### src/rtl/cmdq_pkg.sv
package cmdq_pkg;
    localparam int CMD_W   = 32;
    localparam int OPC_LSB = 26;
    localparam int OPC_W   = 6;
    localparam int DIR_BIT = 25;
    localparam int WCNT_LSB = 12;
    localparam int TSEL_LSB = 24;
    localparam int RSEL_BIT = 23;
    localparam int KID_LSB  = 17;
    localparam int KID_W    = 6;
    localparam int SLOT_W   = 3;

    localparam logic [OPC_W-1:0] OP_START = 6'h0E;
    localparam logic [OPC_W-1:0] OP_SETUP = 6'h10;
    localparam logic [OPC_W-1:0] OP_DONE  = 6'h11;
    localparam logic [OPC_W-1:0] OP_COPY  = 6'h21;
    localparam logic [OPC_W-1:0] OP_TABLE = 6'h23;

    localparam int IRQ_N    = 3;
    localparam int IRQ_DONE = 0;
    localparam int IRQ_BAD  = 1;
    localparam int IRQ_OVF  = 2;

    typedef enum logic [2:0] {
        ST_IDLE,
        ST_ADDR,
        ST_COPY,
        ST_TABLE,
        ST_RUN
    } seq_state_e;
endpackage

### src/rtl/cmdq_fifo.sv
module cmdq_fifo #(
    parameter int W     = 32,
    parameter int DEPTH = 5
) (
    input  logic         clk,
    input  logic         rst_n,
    input  logic         wr_en,
    input  logic [W-1:0] wr_data,
    input  logic         pop,
    output logic [W-1:0] head,
    output logic         valid,
    output logic         empty,
    output logic         drop
);
    localparam int PTR_W = (DEPTH > 1) ? $clog2(DEPTH) : 1;
    localparam int CNT_W = $clog2(DEPTH + 1);
    localparam logic [PTR_W-1:0] LAST = PTR_W'(DEPTH - 1);

    typedef struct packed {
        logic [DEPTH-1:0][W-1:0] mem;
        logic [PTR_W-1:0]        wp;
        logic [PTR_W-1:0]        rp;
        logic [CNT_W-1:0]        cnt;
    } fifo_t;

    fifo_t s_d, s_q;
    logic  full, acc_d, pop_ok_d;

    assign full  = (s_q.cnt == CNT_W'(DEPTH));
    assign empty = (s_q.cnt == '0);
    assign valid = !empty;
    assign head  = s_q.mem[s_q.rp];
    assign drop  = wr_en && full;

    always_comb begin
        s_d      = s_q;
        acc_d    = wr_en && !full;
        pop_ok_d = pop && !empty;
        if (acc_d) begin
            s_d.mem[s_q.wp] = wr_data;
            s_d.wp = (s_q.wp == LAST) ? '0 : s_q.wp + 1'b1;
        end
        if (pop_ok_d) begin
            s_d.rp = (s_q.rp == LAST) ? '0 : s_q.rp + 1'b1;
        end
        s_d.cnt = s_q.cnt + CNT_W'(acc_d) - CNT_W'(pop_ok_d);
    end

    always_ff @(posedge clk) begin
        if (!rst_n) s_q <= '0;
        else        s_q <= s_d;
    end

    assert_no_overflow_R2: assert property (@(posedge clk) disable iff (!rst_n)
        s_q.cnt <= CNT_W'(DEPTH));
    assert_drop_keeps_R2: assert property (@(posedge clk) disable iff (!rst_n)
        (wr_en && full && !pop) |=> (s_q.cnt == CNT_W'(DEPTH)));
endmodule

### src/rtl/cmdq_decode.sv
module cmdq_decode
    import cmdq_pkg::*;
#(
    parameter int ADDR_W = 32,
    parameter int BLK_W  = 12,
    parameter int WCNT_W = 13
) (
    input  logic              clk,
    input  logic              rst_n,
    input  logic              head_valid,
    input  logic [CMD_W-1:0]  head,
    output logic              pop,
    output logic              busy,
    output logic              cp_req,
    output logic              cp_dir,
    output logic [WCNT_W-1:0] cp_words,
    output logic [ADDR_W-1:0] cp_addr,
    input  logic              cp_ack,
    output logic              tbl_req,
    output logic [SLOT_W-1:0] tbl_slot,
    input  logic              tbl_ack,
    output logic              eng_req,
    output logic [BLK_W:0]    eng_blocks,
    output logic [ADDR_W-1:0] eng_src_addr,
    input  logic              eng_done,
    output logic              done_p,
    output logic              bad_p
);
    typedef struct packed {
        seq_state_e        state;
        logic              is_copy;
        logic              dir;
        logic [WCNT_W-1:0] words;
        logic [ADDR_W-1:0] addr;
        logic [SLOT_W-1:0] slot;
        logic [BLK_W:0]    blocks;
        logic [ADDR_W-1:0] src;
        logic              done_p;
        logic              bad_p;
    } dec_t;

    dec_t r_d, r_q;
    logic [OPC_W-1:0] opc;
    logic [KID_W-1:0] kid;
    logic             tbl_ok;

    assign opc    = head[OPC_LSB +: OPC_W];
    assign kid    = head[KID_LSB +: KID_W];
    assign tbl_ok = (head[TSEL_LSB +: 2] == 2'b11) && head[RSEL_BIT]
                  && (kid[KID_W-1:SLOT_W] == 3'b001);

    always_comb begin
        r_d        = r_q;
        r_d.done_p = 1'b0;
        r_d.bad_p  = 1'b0;
        pop        = 1'b0;
        unique case (r_q.state)
            ST_IDLE: begin
                if (head_valid) begin
                    pop = 1'b1;
                    case (opc)
                        OP_COPY: begin
                            r_d.is_copy = 1'b1;
                            r_d.dir     = head[DIR_BIT];
                            r_d.words   = head[WCNT_LSB +: WCNT_W];
                            r_d.state   = ST_ADDR;
                        end
                        OP_SETUP: begin
                            r_d.is_copy = 1'b0;
                            r_d.state   = ST_ADDR;
                        end
                        OP_TABLE: begin
                            if (tbl_ok) begin
                                r_d.slot  = kid[SLOT_W-1:0];
                                r_d.state = ST_TABLE;
                            end else begin
                                r_d.bad_p = 1'b1;
                            end
                        end
                        OP_START: begin
                            r_d.blocks = {1'b0, head[BLK_W-1:0]} + 1'b1;
                            r_d.state  = ST_RUN;
                        end
                        OP_DONE: r_d.done_p = 1'b1;
                        default: r_d.bad_p  = 1'b1;
                    endcase
                end
            end
            ST_ADDR: begin
                if (head_valid) begin
                    pop = 1'b1;
                    if (r_q.is_copy) begin
                        r_d.addr  = head[ADDR_W-1:0];
                        r_d.state = ST_COPY;
                    end else begin
                        r_d.src   = head[ADDR_W-1:0];
                        r_d.state = ST_IDLE;
                    end
                end
            end
            ST_COPY:  if (cp_ack)   r_d.state = ST_IDLE;
            ST_TABLE: if (tbl_ack)  r_d.state = ST_IDLE;
            ST_RUN:   if (eng_done) r_d.state = ST_IDLE;
            default:  r_d.state = ST_IDLE;
        endcase
    end

    always_ff @(posedge clk) begin
        if (!rst_n) r_q <= '0;
        else        r_q <= r_d;
    end

    assign busy         = (r_q.state != ST_IDLE);
    assign cp_req       = (r_q.state == ST_COPY);
    assign cp_dir       = r_q.dir;
    assign cp_words     = r_q.words;
    assign cp_addr      = r_q.addr;
    assign tbl_req      = (r_q.state == ST_TABLE);
    assign tbl_slot     = r_q.slot;
    assign eng_req      = (r_q.state == ST_RUN);
    assign eng_blocks   = r_q.blocks;
    assign eng_src_addr = r_q.src;
    assign done_p       = r_q.done_p;
    assign bad_p        = r_q.bad_p;

    assert_copy_hold_R4: assert property (@(posedge clk) disable iff (!rst_n)
        (cp_req && !cp_ack) |=> (cp_req && $stable(cp_addr) && $stable(cp_words) && $stable(cp_dir)));
    assert_table_hold_R5: assert property (@(posedge clk) disable iff (!rst_n)
        (tbl_req && !tbl_ack) |=> (tbl_req && $stable(tbl_slot)));
    assert_run_hold_R7: assert property (@(posedge clk) disable iff (!rst_n)
        (eng_req && !eng_done) |=> (eng_req && $stable(eng_blocks)));
    assert_pop_valid_R9: assert property (@(posedge clk) disable iff (!rst_n)
        pop |-> head_valid);
endmodule

### src/rtl/cmdq_irq.sv
module cmdq_irq #(
    parameter int N = 3
) (
    input  logic         clk,
    input  logic         rst_n,
    input  logic [N-1:0] set,
    input  logic [N-1:0] clr,
    input  logic [N-1:0] mask,
    output logic [N-1:0] status,
    output logic         irq
);
    typedef struct packed {
        logic [N-1:0] st;
    } irq_t;

    irq_t i_d, i_q;

    always_comb begin
        i_d.st = (i_q.st & ~clr) | set;
    end

    always_ff @(posedge clk) begin
        if (!rst_n) i_q <= '0;
        else        i_q <= i_d;
    end

    assign status = i_q.st;
    assign irq    = |(i_q.st & mask);

    for (genvar g = 0; g < N; g++) begin : g_chk
        assert_w1c_R10: assert property (@(posedge clk) disable iff (!rst_n)
            (clr[g] && !set[g]) |=> !status[g]);
        assert_set_wins_R10: assert property (@(posedge clk) disable iff (!rst_n)
            set[g] |=> status[g]);
    end
endmodule

### src/rtl/cmdq_seq_top.sv
module cmdq_seq_top
    import cmdq_pkg::*;
#(
    parameter int DEPTH  = 5,
    parameter int ADDR_W = 32,
    parameter int BLK_W  = 12,
    parameter int WCNT_W = 13
) (
    input  logic              clk,
    input  logic              rst_n,
    input  logic              cmd_wr_en,
    input  logic [31:0]       cmd_wr_data,
    output logic              eng_busy,
    output logic              q_empty,
    output logic              dma_busy,
    output logic              cp_req,
    output logic              cp_dir,
    output logic [WCNT_W-1:0] cp_words,
    output logic [ADDR_W-1:0] cp_addr,
    input  logic              cp_ack,
    output logic              tbl_req,
    output logic [2:0]        tbl_slot,
    input  logic              tbl_ack,
    output logic              eng_req,
    output logic [BLK_W:0]    eng_blocks,
    output logic [ADDR_W-1:0] eng_src_addr,
    input  logic              eng_done,
    input  logic [2:0]        int_mask,
    input  logic [2:0]        int_clr,
    output logic [2:0]        int_status,
    output logic              irq
);
    logic [CMD_W-1:0] head;
    logic             head_valid, pop, drop, done_p, bad_p;
    logic [IRQ_N-1:0] ev;

    cmdq_fifo #(.W(CMD_W), .DEPTH(DEPTH)) u_fifo (
        .clk(clk), .rst_n(rst_n),
        .wr_en(cmd_wr_en), .wr_data(cmd_wr_data),
        .pop(pop), .head(head), .valid(head_valid),
        .empty(q_empty), .drop(drop)
    );

    cmdq_decode #(.ADDR_W(ADDR_W), .BLK_W(BLK_W), .WCNT_W(WCNT_W)) u_dec (
        .clk(clk), .rst_n(rst_n),
        .head_valid(head_valid), .head(head), .pop(pop), .busy(eng_busy),
        .cp_req(cp_req), .cp_dir(cp_dir), .cp_words(cp_words),
        .cp_addr(cp_addr), .cp_ack(cp_ack),
        .tbl_req(tbl_req), .tbl_slot(tbl_slot), .tbl_ack(tbl_ack),
        .eng_req(eng_req), .eng_blocks(eng_blocks),
        .eng_src_addr(eng_src_addr), .eng_done(eng_done),
        .done_p(done_p), .bad_p(bad_p)
    );

    assign dma_busy = cp_req;

    always_comb begin
        ev           = '0;
        ev[IRQ_DONE] = done_p;
        ev[IRQ_BAD]  = bad_p;
        ev[IRQ_OVF]  = drop;
    end

    cmdq_irq #(.N(IRQ_N)) u_irq (
        .clk(clk), .rst_n(rst_n),
        .set(ev), .clr(int_clr), .mask(int_mask),
        .status(int_status), .irq(irq)
    );

    assert_done_flag_R8: assert property (@(posedge clk) disable iff (!rst_n)
        done_p |=> int_status[IRQ_DONE]);
    assert_copy_busy_R4: assert property (@(posedge clk) disable iff (!rst_n)
        $rose(cp_req) |-> (dma_busy && eng_busy));
endmodule

### config.mk
export PLATFORM = sky130hd
export DESIGN_NAME = cmdq_seq_top
export DESIGN_NICKNAME = d
export VERILOG_FILES = /design/src/rtl/cmdq_pkg.sv /design/src/rtl/cmdq_fifo.sv /design/src/rtl/cmdq_decode.sv /design/src/rtl/cmdq_irq.sv /design/src/rtl/cmdq_seq_top.sv
export SDC_FILE = /design/constraint.sdc
export NUM_CORES = 1
export LEC_CHECK = 0
export CAP_MARGIN = 30
export CORE_UTILIZATION = 56
export DETAILED_ROUTE_END_ITERATION = 16
export PLACE_DENSITY = 0.8
export SLEW_MARGIN = 40
export SYNTH_ARGS = -nofsm -noshare
export SYNTH_HDL_FRONTEND = slang
export SYNTH_SLANG_ARGS = --single-unit
### constraint.sdc
create_clock -name clk -period 3.3 [get_ports clk]
set_input_delay 0.66 -clock clk [delete_from_list [all_inputs] [get_ports clk]]
set_output_delay 0.66 -clock clk [all_outputs]
set_load 0.02 [all_outputs]
## After elaboration in Yosys (flattened, before gate mapping)

Cells that the tools add are included.

- Bits in registers: 272
- Logic and storage cells: 103

- $add $sub $neg: 5
- Order comparisons: 3
- Equality and inequality tests: 21
- Mux-type cells: 23
- Bitwise operators: 8
- Reduce and logical (&&, ||, !) cells: 24

Operators by type and width:

| cell | number |
|---|---|
| 160-bit bitwise mux | 1 |
| 32-bit binary-select mux with 3-bit select | 1 |
| 32-bit demux with 3-bit select | 1 |
| 32-bit 2-to-1 mux | 2 |
| 3-bit 2-to-1 mux | 7 |
| 18-bit 2-to-1 mux | 1 |
| 3-bit one-hot mux with 5 select lines | 1 |
| 3-bit AND reduction | 5 |
| 14-bit 2-to-1 mux | 1 |
| 12-bit by 1-bit adder with 13-bit output (second input constant) | 1 |
| 3-bit equality test (second input constant) | 4 |
| 6-bit by 5-bit equality test with 1-bit output (second input constant) | 2 |
| 6-bit equality test (second input constant) | 2 |
| 3-bit one-hot mux with 3 select lines | 1 |
| 3-bit by 4-bit < comparator with 1-bit output (second input constant) | 2 |
| 7-bit AND reduction | 1 |
| 3-bit by 1-bit adder with 3-bit output (second input constant) | 2 |
| 3-bit AND | 2 |
| 3-bit by 1-bit equality test with 1-bit output (second input constant) | 2 |
| 3-bit by 2-bit equality test with 1-bit output (second input constant) | 2 |
| 6-bit by 4-bit equality test with 1-bit output (second input constant) | 1 |
| 1-bit logical AND | 6 |
| 3-bit zero test | 2 |
| 2-bit by 1-bit != test with 1-bit output (second input constant) | 3 |
| other kinds (20) | 31 |

## Logic depth before layout (Yosys ltp)

- Word-level depth: 9
- Depth in mapped cells: 13

## Hierarchy

A second synthesis with hierarchy kept.

- Cells, all modules: 1411
- Area, all modules: 12512.0 um2

Modules (own cells, without submodules):

| module | times used | cells an instance | area each (um2) | sequential area each (um2) |
|---|---|---|---|---|
| cmdq_fifo | 1 | 809 | 7768.7 | 3383.2 |
| cmdq_decode | 1 | 590 | 4620.7 | 2001.9 |
| cmdq_irq | 1 | 11 | 115.1 | 60.1 |
| cmdq_seq_top | 1 | 1 | 7.5 | 0.0 |

## Worst setup path after synthesis

No wires, ideal clock.

- Path type: register -> register
- From: reg u_fifo.s_q[4] (netlist bit)
- To: reg u_dec.r_q, in the netlist u_dec.cp_words[5]
- Arrival: 2415 ps
- Data required time: 3185 ps
- Path slack: 770 ps
- Stages on the path, launching flop included: 10
- Path buffers: 2
- Period minus slack after synthesis: 2530 ps
- Cell sequence: dfxtp_1 > buf_6 > mux2_4 > a22o_1 > a41oi_2 > or3b_4 > or3_1 > buf_2 > and2_1 > o21a_1

- Cells in the longest elaborated chain, start to end: 4

Ends and longest elaborated chain:

| what | line | RTL |
|---|---|---|
| from (decl) | cmdq_fifo.sv:26 | `fifo_t s_d, s_q;` |
| 32-bit binary-select mux with 3-bit select (*) | cmdq_fifo.sv:32 | `assign head = s_q.mem[s_q.rp];` |
| 32-bit 2-to-1 mux (implied by the code) (*) | cmdq_fifo.sv:32 |  |
| 6-bit equality test | cmdq_decode.sv:61 | `case (opc)` |
| 3-bit AND reduction (no line) | - |  |
| to (signal assigned) | cmdq_decode.sv:110 | `else r_q <= r_d;` |
| to (decl) | cmdq_decode.sv:42 | `dec_t r_d, r_q;` |

Mark *: on every way between the ends. The rest lies on a longest branch, timed or not. The select of a mux whose other input is x is not followed.
A chain may end at the register's enable or synchronous reset.

## Final worst setup path

- From: reg u_fifo.s_q[3] (netlist bit)
- To: reg u_dec.r_q[98] (netlist bit)

- Cells in the longest elaborated chain, start to end: 7
- Elaborated cells between the ends (all ways): 17
- Those cells by class: eq/ne (8); mux (5); reduce/logical (4)

Ends and longest elaborated chain:

| what | line |
|---|---|
| 32-bit binary-select mux with 3-bit select (*) | cmdq_fifo.sv:32 |
| 32-bit 2-to-1 mux (implied by the code) (*) | cmdq_fifo.sv:32 |
| 6-bit equality test (tied with other cells) | cmdq_decode.sv:61 |
| 2-bit OR reduction (no line) or 1-bit logical AND (tied branches) | - |
| 3-bit one-hot mux with 3 select lines or 1-bit logical AND (tied branches) | cmdq_decode.sv:61, cmdq_decode.sv:50 |
| 18-bit 2-to-1 mux or 3-bit by 2-bit != test with 1-bit output (tied branches) | - |
| 3-bit one-hot mux with 5 select lines or 7-bit AND reduction (tied branches) | - |

Marked as above.

==> reports/results.ini <==
[die]
die_h_um = 151
initial_core_util_pct = 57.9
io_pins = 148
die_w_um = 151
num_rows = 53
coreArea_um2 = 21400
die_area_um2 = 22700

[power]
clkPwrFrac_pct = 34.2
seq_power_share_pct = 42.2
p_switching_mw = 2.54
p_int_mw = 5.90
powerDensity_nw_per_um2 = 592
sw_frac_of_total_pct = 30.1
comb_power_share_pct = 23.6
finalPower_mw = 8.45
ir_drop_mv = 0.336
p_leak_nw = 5.26

[min_path]
hp-class = reg -> reg
worstHoldPathCells = 2
hp-start = u_fifo.s_q[34]
min_to = u_fifo.s_q[34]

[finish]
seq_area_um2 = 5450
layout-drive-gt1-share_pct = 8.77
fin_nets = 1494
fillerInstances = 1736
multi_input_area_um2 = 5730
stdcell_count = 1734
final_cell_area_um2 = 14300
utilization_pct = 66.8
antennaDiodeCount = 0
syn_to_final_growth_pct = 15.4

[timing]
finalHoldViolCount = 0
whs_ps = 453
setup_tns_ps = 0
rsz0062_at_grt = false
clock_skew_ps = 12.3
worst_pin_slew_ps = 831
timing.fmax_mhz = 327
slew_viol_final = 0
layout_setup_ws_ps = 244
slew_headroom_pct = 44.6
post-route-period-util_pct = 92.6
finalSetupViolations = 0
fin_crit_ps = 3060

[setup_path]
crit_path_start_kind = flop
critPathMaxFanout = 26
path_cells = buf_4 -> buf_4 -> mux2i_1 -> o22ai_1 -> o21ai_0 -> nand4_1 -> nor3_2 -> o22ai_2 -> a211oi_2 -> mux2i_1
endpoint_kind = flop
crit_required_ps = 3760
r2r_cells = 10
r2r_end = u_dec.r_q[98]
r2r-start = u_fifo.s_q[3]
slowest_stage = buf_4
critical_path_class = reg -> reg
cpPeakStageDelay_ps = 440
cp.arrival_ps = 3510
rrSetupSlack_ps = 240

[global_routing]
grt_overflow = 0
antenna_found_initial = 0
grt_max_degree = 211
grt_usage_pct = 28.3
grt_pass1_wl_um = 50600
first_global_vias = 9599

[synthesis]
synth_edf_count = 0
synth-main-ff-cell = dfxtp_1
yosysUniqueCellTypes = 58
synthCells = 1419
async_flop_share_pct = 0
syn_area_um2 = 12400
ys_seq_area_share_pct = 44.1
yosysWarnings = 0
synth_top_cell_by_area = dfxtp_1
synth.area.top_cells = dfxtp_1 44%, nand2_1 12%, a21boi_0 8.6%, buf_4 5.9%, mux4_2 3.8%
avgSynthCellArea_um2 = 8.71
synth_seq_cells = 272
synth_top_area_share_pct = 44.1
synthesis.nets = 1471

[routing]
post_drt_via_cell_ratio = 5.79
ant_nets = 0
drt_first_pass_iters = 5
wire_per_inst_um = 18.3
drcViolationCount = 0
via_count = 10040
wirelength_um = 31800
drtIter0Drc = 844

[job]
max-cap-violations = 0

[cts]
clock-sinks = 272
post-cts-setup-buffers = 0
cts_tree = built
clock_latency_ps = 540
cts.path.max_buffers = 3
clkTransAtPathRegs_ps = 70
htreeDepth = 1
hold_buffers = 0
root_buffer = clkbuf_16
cts_resized = 0
cts_made_buffers = 26

[place]
dp_cells = 1689
dp_hpwl_um = 20300
dp_slack_ps = 317
gp_congestion = 0.840
placed_area_um2 = 13400
io_buffers = 147

[status]
status = finished, final reports clean

==> worst max-delay path: cells and delay by family, from the launching register on <==
family | cells | cell delay (ps)
AO/OA/AOI/OAI | 4 | 920
buffers and inverters | 2 | 790
flip-flops | 1 | 330
multiplexers | 2 | 440
AND/OR/NAND/NOR | 2 | 460
==> synthesized netlist by cell type (all sizes together) (20+ instances only) <==
library cell / count
mux2i: 29
o211a: 38
clkbuf: 75
buf: 118
nor2: 56
inv: 20
mux4: 21
a211oi: 34
a21boi: 144
a21oi: 43
dfxtp: 272
nand2: 393
==> metal layers <==
| layer | global-route usage (%) | wire length (µm) | up-vias |
|---|---|---|---|
| met5 | 0 | 0 | - |
| met4 | 9.14 | 626 | 0 |
| met3 | 4.24 | 2610 | 46 |
| met2 | 45.4 | 14400 | 429 |
| met1 | 39.1 | 14100 | 4821 |
| li1 | - | - | 4744 |
==> registers in the layout, summed over array words and instances (netlist names) <==
signal	cells
u_dec.tbl_slot	3
u_dec.cp_dir	1
u_dec.r_q	4
u_dec.bad_p	1
u_fifo.s_q	169
u_dec.eng_src_addr	32
u_dec.done_p	1
u_irq.status	3
u_dec.cp_words	13
u_dec.eng_blocks	13
u_dec.cp_addr	32
==> layout make-up <==
type	instances	area share, %
Clock inverter	4	0.167
Clock buffer	41	5.60
Sequential cell	272	38.2
Timing Repair Buffer	188	12.9
Multi-Input combinational cell	933	40.2
Inverter	21	0.553
Tap cell	275	2.41
==> how the worst max path moves through the flow <==
stage | from | end | cells past startpoint
floorplan | u_fifo.s_q[4] | u_dec.cp_words[5] | 9
global placement | u_fifo.s_q[3] | u_dec.r_q[98] | 10
detailed placement | u_fifo.s_q[3] | u_dec.r_q[98] | 10
CTS | u_fifo.s_q[3] | u_dec.r_q[98] | 10
global route | u_fifo.s_q[3] | u_dec.r_q[98] | 10
finish | u_fifo.s_q[3] | u_dec.r_q[98] | 10
==> cells in the final DEF, fill, tap and decap left out, types with 21 or more instances in the layout <==
cell type        Yosys  routed
clkbuf_16            0      27
buf_4               97      37
mux4_2              21      21
a21oi_1             43      43
nand2_1            393     393
dfxtp_1            272     270
a211oi_1            33      33
o211a_1             38      38
clkdlybuf4s50_1      0     146
a21boi_0           141     141
nor2_1              56      56
mux2i_1             29      29
==> power groups by stage <==
stage | clock [mW] | combinational, mW | sequential, mW
2_1_floorplan | 0 | 1.37 | 3.59
3_3_place_gp | 0 | 1.92 | 3.63
3_5_place_dp | 0 | 1.96 | 3.63
4_1_cts | 2.91 | 1.97 | 3.56
5_1_grt | 3.04 | 2.16 | 3.58
6_report | 2.88 | 2.00 | 3.57
==> cell families after synthesis <==
group                    after synthesis  synth area share [%]
AO/OA/AOI/OAI                        320                  19.1
XOR/XNOR                              11                 0.780
adder cells (fa/ha/maj)                8                 0.871
buffers and inverters                214                  9.84
flip-flops                           272                  44.1
multiplexers                          59                  7.06
AND/OR/NAND/NOR                      535                  18.2
Note: power is estimated with default switching activity, not from simulation.
